File: src/rtl/q15_alu_pkg.sv
package q15_alu_pkg;
  typedef enum logic [2:0] {
    OP_SADD, OP_SSUB, OP_MBB, OP_MBT, OP_MTT, OP_UADD, OP_USUB, OP_NONE
  } q15_op_e;

  localparam logic [6:0] GRP_OPCODE = 7'h7F;
  localparam logic [2:0] GRP_F3     = 3'b001;
  localparam logic [6:0] F7_SADD    = 7'h02;
  localparam logic [6:0] F7_SSUB    = 7'h03;
  localparam logic [6:0] F7_MBB     = 7'h06;
  localparam logic [6:0] F7_MBT     = 7'h0E;
  localparam logic [6:0] F7_MTT     = 7'h16;
  localparam logic [6:0] F7_UADD    = 7'h0A;
  localparam logic [6:0] F7_USUB    = 7'h0B;
endpackage

File: src/rtl/q15_decode.sv
module q15_decode
  import q15_alu_pkg::*;
(
  input  logic [31:0] insn,
  output q15_op_e     op,
  output logic        illegal
);
  logic [6:0] opc, f7;
  logic [2:0] f3;

  assign opc = insn[6:0];
  assign f3  = insn[14:12];
  assign f7  = insn[31:25];

  always_comb begin
    op = OP_NONE;
    if (opc == GRP_OPCODE && f3 == GRP_F3) begin
      unique case (f7)
        F7_SADD: op = OP_SADD;
        F7_SSUB: op = OP_SSUB;
        F7_MBB:  op = OP_MBB;
        F7_MBT:  op = OP_MBT;
        F7_MTT:  op = OP_MTT;
        F7_UADD: op = OP_UADD;
        F7_USUB: op = OP_USUB;
        default: op = OP_NONE;
      endcase
    end
    illegal = (op == OP_NONE);
  end
endmodule

File: src/rtl/q15_exec.sv
module q15_exec
  import q15_alu_pkg::*;
#(
  parameter int DATA_W = 32,
  parameter int LANE_W = 16
) (
  input  q15_op_e             op,
  input  logic [DATA_W-1:0]   a,
  input  logic [DATA_W-1:0]   b,
  output logic [DATA_W-1:0]   res,
  output logic                sat
);
  localparam int WIDE   = DATA_W + 2;
  localparam int PROD_W = 2 * LANE_W;
  localparam int SHIFT  = LANE_W - 1;
  localparam int EXT_W  = DATA_W - LANE_W;
  localparam logic signed [WIDE-1:0] S_MAX = WIDE'((64'd1 << (LANE_W - 1)) - 64'd1);
  localparam logic signed [WIDE-1:0] S_MIN = ~S_MAX;
  localparam logic [WIDE-1:0]        U_MAX = WIDE'((64'd1 << LANE_W) - 64'd1);

  logic signed [WIDE-1:0]   sa, sb, s_sum, s_dif, m_wide;
  logic [WIDE-1:0]          ua, ub, u_sum, u_dif;
  logic signed [LANE_W-1:0] hx, hy;
  logic signed [PROD_W-1:0] prod, prod_sh;
  logic [LANE_W-1:0]        lane;

  function automatic logic [LANE_W:0] clamp_s(input logic signed [WIDE-1:0] v);
    if (v > S_MAX)      return {1'b1, S_MAX[LANE_W-1:0]};
    else if (v < S_MIN) return {1'b1, S_MIN[LANE_W-1:0]};
    else                return {1'b0, v[LANE_W-1:0]};
  endfunction

  assign sa    = {{2{a[DATA_W-1]}}, a};
  assign sb    = {{2{b[DATA_W-1]}}, b};
  assign ua    = {2'b00, a};
  assign ub    = {2'b00, b};
  assign s_sum = sa + sb;
  assign s_dif = sa - sb;
  assign u_sum = ua + ub;
  assign u_dif = ua - ub;

  // halfword lane selection by operation
  assign hx      = (op == OP_MTT) ? a[PROD_W-1:LANE_W] : a[LANE_W-1:0];
  assign hy      = (op == OP_MBB) ? b[LANE_W-1:0]      : b[PROD_W-1:LANE_W];
  assign prod    = PROD_W'(hx) * PROD_W'(hy);
  assign prod_sh = prod >>> SHIFT;
  assign m_wide  = {{(WIDE-PROD_W){prod_sh[PROD_W-1]}}, prod_sh};

  always_comb begin
    lane = '0;
    sat  = 1'b0;
    unique case (op)
      OP_SADD: {sat, lane} = clamp_s(s_sum);
      OP_SSUB: {sat, lane} = clamp_s(s_dif);
      OP_MBB, OP_MBT, OP_MTT: {sat, lane} = clamp_s(m_wide);
      OP_UADD: begin
        if (u_sum > U_MAX) begin sat = 1'b1; lane = U_MAX[LANE_W-1:0]; end
        else               lane = u_sum[LANE_W-1:0];
      end
      OP_USUB: begin
        if (u_dif[WIDE-1])      begin sat = 1'b1; lane = '0; end
        else if (u_dif > U_MAX) begin sat = 1'b1; lane = U_MAX[LANE_W-1:0]; end
        else                    lane = u_dif[LANE_W-1:0];
      end
      default: begin lane = '0; sat = 1'b0; end
    endcase
  end

  assign res = {{EXT_W{lane[LANE_W-1]}}, lane};
endmodule

File: src/rtl/q15_out_stage.sv
module q15_out_stage #(
  parameter int DATA_W = 32
) (
  input  logic              clk,
  input  logic              rst,
  input  logic              in_valid,
  output logic              in_ready,
  input  logic [DATA_W-1:0] res_d,
  input  logic              sat_d,
  input  logic              inv_d,
  output logic              out_valid,
  input  logic              out_ready,
  output logic [DATA_W-1:0] out_result,
  output logic              out_sat,
  output logic              out_invalid,
  input  logic              clr_sticky,
  output logic              sticky_ov
);
  logic take;

  assign in_ready = !out_valid || out_ready;
  assign take     = in_valid && in_ready;

  always_ff @(posedge clk) begin
    if (rst) begin
      out_valid   <= 1'b0;
      out_result  <= '0;
      out_sat     <= 1'b0;
      out_invalid <= 1'b0;
      sticky_ov   <= 1'b0;
    end else begin
      if (take) begin
        out_valid   <= 1'b1;
        out_result  <= res_d;
        out_sat     <= sat_d;
        out_invalid <= inv_d;
      end else if (out_ready) begin
        out_valid <= 1'b0;
      end
      sticky_ov <= (sticky_ov && !clr_sticky) || (take && sat_d);
    end
  end

  assert_hold_R8: assert property (@(posedge clk) disable iff (rst)
    out_valid && !out_ready |=> out_valid && $stable(out_result) && $stable(out_sat));
  assert_accept_R8: assert property (@(posedge clk) disable iff (rst)
    in_valid && in_ready |=> out_valid);
  assert_sticky_set_R9: assert property (@(posedge clk) disable iff (rst)
    take && sat_d |=> sticky_ov);
  assert_sticky_keep_R9: assert property (@(posedge clk) disable iff (rst)
    sticky_ov && !clr_sticky |=> sticky_ov);
  assert_reset_R10: assert property (@(posedge clk)
    rst |=> !out_valid && !sticky_ov);
endmodule

File: src/rtl/q15_sat_alu.sv
module q15_sat_alu
  import q15_alu_pkg::*;
#(
  parameter int DATA_W = 32,
  parameter int LANE_W = 16
) (
  input  logic              clk,
  input  logic              rst,
  input  logic              in_valid,
  output logic              in_ready,
  input  logic [31:0]       insn,
  input  logic [DATA_W-1:0] src_a,
  input  logic [DATA_W-1:0] src_b,
  output logic              out_valid,
  input  logic              out_ready,
  output logic [DATA_W-1:0] out_result,
  output logic              out_sat,
  output logic              out_invalid,
  input  logic              clr_sticky,
  output logic              sticky_ov
);
  q15_op_e           op;
  logic              illegal;
  logic [DATA_W-1:0] res_c;
  logic              sat_c;

  q15_decode u_dec (.insn(insn), .op(op), .illegal(illegal));

  q15_exec #(.DATA_W(DATA_W), .LANE_W(LANE_W)) u_exec (
    .op(op), .a(src_a), .b(src_b), .res(res_c), .sat(sat_c)
  );

  q15_out_stage #(.DATA_W(DATA_W)) u_out (
    .clk(clk), .rst(rst), .in_valid(in_valid), .in_ready(in_ready),
    .res_d(res_c), .sat_d(sat_c), .inv_d(illegal),
    .out_valid(out_valid), .out_ready(out_ready), .out_result(out_result),
    .out_sat(out_sat), .out_invalid(out_invalid),
    .clr_sticky(clr_sticky), .sticky_ov(sticky_ov)
  );

  assert_invalid_quiet_R1: assert property (@(posedge clk) disable iff (rst)
    out_valid && out_invalid |-> out_result == '0 && !out_sat);
  assert_sext_R6: assert property (@(posedge clk) disable iff (rst)
    out_valid |-> out_result[DATA_W-1:LANE_W] == {(DATA_W-LANE_W){out_result[LANE_W-1]}});
endmodule

File: config.mk
export PLATFORM = sky130hd
export DESIGN_NAME = q15_sat_alu
export DESIGN_NICKNAME = d
export VERILOG_FILES = /design/src/rtl/q15_alu_pkg.sv /design/src/rtl/q15_decode.sv /design/src/rtl/q15_exec.sv /design/src/rtl/q15_out_stage.sv /design/src/rtl/q15_sat_alu.sv
export SDC_FILE = /design/constraint.sdc
export NUM_CORES = 1
export LEC_CHECK = 0
export BUFFER_PORTS_ARGS = -buffer_cell sky130_fd_sc_hd__buf_2
export CORE_ASPECT_RATIO = 1.4
export CORE_MARGIN = 4
export CORE_UTILIZATION = 25
export CTS_CLUSTER_DIAMETER = 80
export DETAILED_ROUTE_END_ITERATION = 6
export SYNTH_ARGS = -nofsm -noshare
export SYNTH_HDL_FRONTEND = slang
export SYNTH_SLANG_ARGS = --single-unit
File: constraint.sdc
create_clock -name clk -period 9.85 [get_ports clk]
set_clock_uncertainty 0.15 [all_clocks]
set_input_delay 0.4925 -clock clk [delete_from_list [all_inputs] [get_ports clk]]
set_output_delay 0.4925 -clock clk [all_outputs]
set_load 0.01 [all_outputs]
==> out/results.tsv <==
metric	value	unit
final_antenna_net_count	0	
preCtsSetupSlack	0.474	ns
cp_slowest_stage_delay	0.55	ns
areaGrowthSynthToFinish	11.6	%
final_area	18100	um2
routed-via-count	15000	
max_freq	109	MHz
coreArea	64300	um2
dpl_cell_area	18000	um2
syn-cell-area	16200	um2
hold_path.class	flop to flop	
worstSkewPairLatency	0.25	ns
grt_pass1_vias	15600	
critPathLaunchType	input pin	
final-setup-viol-count	0	
synth_adder_area_share	0.435	
syn_avg_cell_area	7.87	um2
synth_xor_xnor_area_share	0.0313	
initial_core_util	0.253	
die_w	223	um
drive_above_1_share	0.124	
slew_viol_final	0	
finalSetupTns	0	ns
synth_top_family_by_area	adder cells	
routed_wl	59600	um
fp.dieH	309	um
cts_setup_buffers	0	
outcome	finished, final reports clean	
synth-simple-area-share	0.185	
drv_cap	0	
crit_type	input pin to flop	
htreeDepth	1	
setup_slack	0.705	ns
muxShareOfSynthArea	0.0301	
root_buffer	clkbuf_16	
period_needed	9.14	ns
crit_top_cell	fa_1	
ys_ff_latch	20	
pin_count	138	
yosys_warnings	0	
clock_path_buffers	2	
viasPerCell	4.99	
grt_use_total	0.170	
core.rowCount	110	
path_max_fanout	16	
worst_slew_pin_slew	1.05	ns
ys_types	99	
cts_tree	done	
fin_crit_sh	0.928	
first_iter_violations	1049	
dpl.hpwl	52500	um
wl_per_cell	19.8	um
cts_inserted_buffers	3	
design.die.area	69100	um2
synth_edf_count	0	
hold_violations	0	
route.detailed.drc	0	
cts.sinks	20	
first_pass_iters	5	
seq_area_frac_synth	0.0247	
antenna_found_initial	7	
synth.net_count	2570	
grt_max_degree	32	
hold_buffers	0	
required	9.79	ns
worstPathArrival	9.09	ns
grt_pass1_wl	91600	um
io_buffers	122	
ys_async_sr_fraction	0	
n_fill_cell	6941	
gr-total-overflow	0	
finish.net_count	2678	
multiInputGateArea	13900	um2
clk_pin_slew	0.06	ns
layout.area.seq	400	um2
end_kind	flop	
synth_compound_area_frac	0.176	
synth-main-ff-cell	dfxtp_1	
rsz0062_at_grt	no	
cts_resized	0	
synth_cells	2063	
place_congestion	1.00	
cp_slowest_cell	and3_2	
slew_headroom	0.290	
[final cells by class]
| cell class | instances | share of cell area |
|---|---|---|
| clock buffers | 3 | 0.00415 |
| repair buffers | 187 | 0.0627 |
| multi-input cells | 1564 | 0.769 |
| inverters | 395 | 0.0819 |
| clock inverters | 1 | 0.00166 |
| diodes | 3 | 0.000415 |
| flip-flops and latches | 20 | 0.0221 |
| well taps | 840 | 0.0580 |
[worst max-delay path: cells and delay by family]
kind	cells	cell delay [ns]
mux	1	0.46
buf+inv	8	0.84
fa+ha+maj	7	3.11
simple gates	9	2.63
compound gates	6	1.51
[metrics by stage]
| step | util | instances | hold slack, ns |
|---|---|---|---|
| 5_1_grt | 0.282 | 3010 | 0.311 |
| 2_1_floorplan | - | 2063 | 0.313 |
| 3_3_place_gp | 0.280 | 3006 | 0.281 |
| 6_report | 0.282 | 3013 | 0.293 |
| 3_5_place_dp | 0.280 | 3006 | 0.286 |
| 4_1_cts | 0.282 | 3010 | 0.296 |
[per-layer routing]
metal  share of wire  global-route usage  routed length [um]
met4           0.071              0.0932                4210
met1            0.38               0.197               22400
met3           0.053              0.0181                3190
met5         0.00052                   0                  31
met2            0.50               0.307               29800
[flip-flops by register name, indices dropped and copies added, names as in the netlist]
signal / count
u_out.out_result: 16
u_out.out_invalid: 1
u_out.out_sat: 1
u_out.out_valid: 1
u_out.sticky_ov: 1
[cell families after synthesis]
kind of cell	after synthesis
and+or+nand+nor	647
AOI/OAI and AO/OA	406
DFF	20
xor gates and xnor gates	58
buffers and inverters	479
adders and majority gates	406
muxes	47
[worst paths after layout]
check	slack (ns)	depth (start not counted)	endpoint	from
max	0.71	31	u_out.out_result[9]$_SDFFE_PP0P_	insn[30]
min	0.29	2	u_out.out_sat$_SDFFE_PP0P_	u_out.out_sat$_SDFFE_PP0P_
max reg2reg	7.35	7	u_out.out_result[11]$_SDFFE_PP0P_	u_out.out_valid$_SDFFE_PP0P_
min reg2reg	0.29	2	u_out.out_sat$_SDFFE_PP0P_	u_out.out_sat$_SDFFE_PP0P_
[cell usage in the layout, fill, tap and decap left out, drive strengths merged, types with 6 or more instances in the layout]
| cell | synthesis | routed |
|---|---|---|
| a31oi | 18 | 18 |
| o21a | 7 | 7 |
| nor2 | 225 | 225 |
| xnor2 | 46 | 46 |
| a21oi | 119 | 119 |
| o21ai | 77 | 77 |
| buf | 45 | 187 |
| nor4 | 7 | 7 |
| a221oi | 13 | 13 |
| or2 | 21 | 21 |
| nand3 | 44 | 44 |
| ha | 143 | 143 |
| nor3 | 33 | 33 |
| inv | 394 | 394 |
| fa | 263 | 263 |
| a21o | 35 | 35 |
| a2111oi | 8 | 8 |
| and2 | 9 | 9 |
| a21boi | 8 | 8 |
| o211ai | 16 | 16 |
| o31ai | 16 | 16 |
| or4 | 8 | 8 |
| o21bai | 14 | 14 |
| nor2b | 14 | 14 |
| xor2 | 12 | 12 |
| mux2i | 32 | 32 |
| mux2 | 15 | 15 |
| or3 | 10 | 10 |
| dfxtp | 20 | 20 |
| and3 | 11 | 11 |
| a211o | 8 | 8 |
| nand2 | 201 | 201 |
| nand4 | 19 | 19 |
| nand2b | 22 | 22 |
| o2111ai | 6 | 6 |
| a211oi | 16 | 16 |
[synth_stat cells (all sizes together), types with 5 or more instances]
master     n  area share
or3       10      0.0042
nor3      33       0.010
o2111ai    6      0.0032
xor2      12      0.0065
nor2b     14      0.0056
o221ai     5      0.0042
o21bai    14      0.0065
nand2    201       0.046
inv      394       0.091
clkbuf    39      0.0090
a221oi    13       0.010
fa       263        0.32
a211o      8      0.0043
mux2i     32       0.020
or4        8      0.0037
a21o      35       0.016
dfxtp     20       0.025
and3      11      0.0042
xnor2     46       0.025
o211ai    16      0.0080
a2111oi    8      0.0071
nand3     44       0.014
ha       143        0.11
o31ai     16      0.0074
a311oi     5      0.0038
nand4     19      0.0073
o21a       7      0.0032
mux2      15       0.010
buf       45       0.017
nor4       7      0.0040
and2       9      0.0035
o21ai     77       0.024
a31oi     18      0.0088
a211oi    16      0.0080
a21boi     8      0.0039
nor2     225       0.052
a21oi    119       0.038
or2       21      0.0082
nand2b    22      0.0085
nor4b      5      0.0035
Power is left out: the tool's default activity adds up to more than one toggle a clock period on the data nets, which glitch-free logic cannot reach.
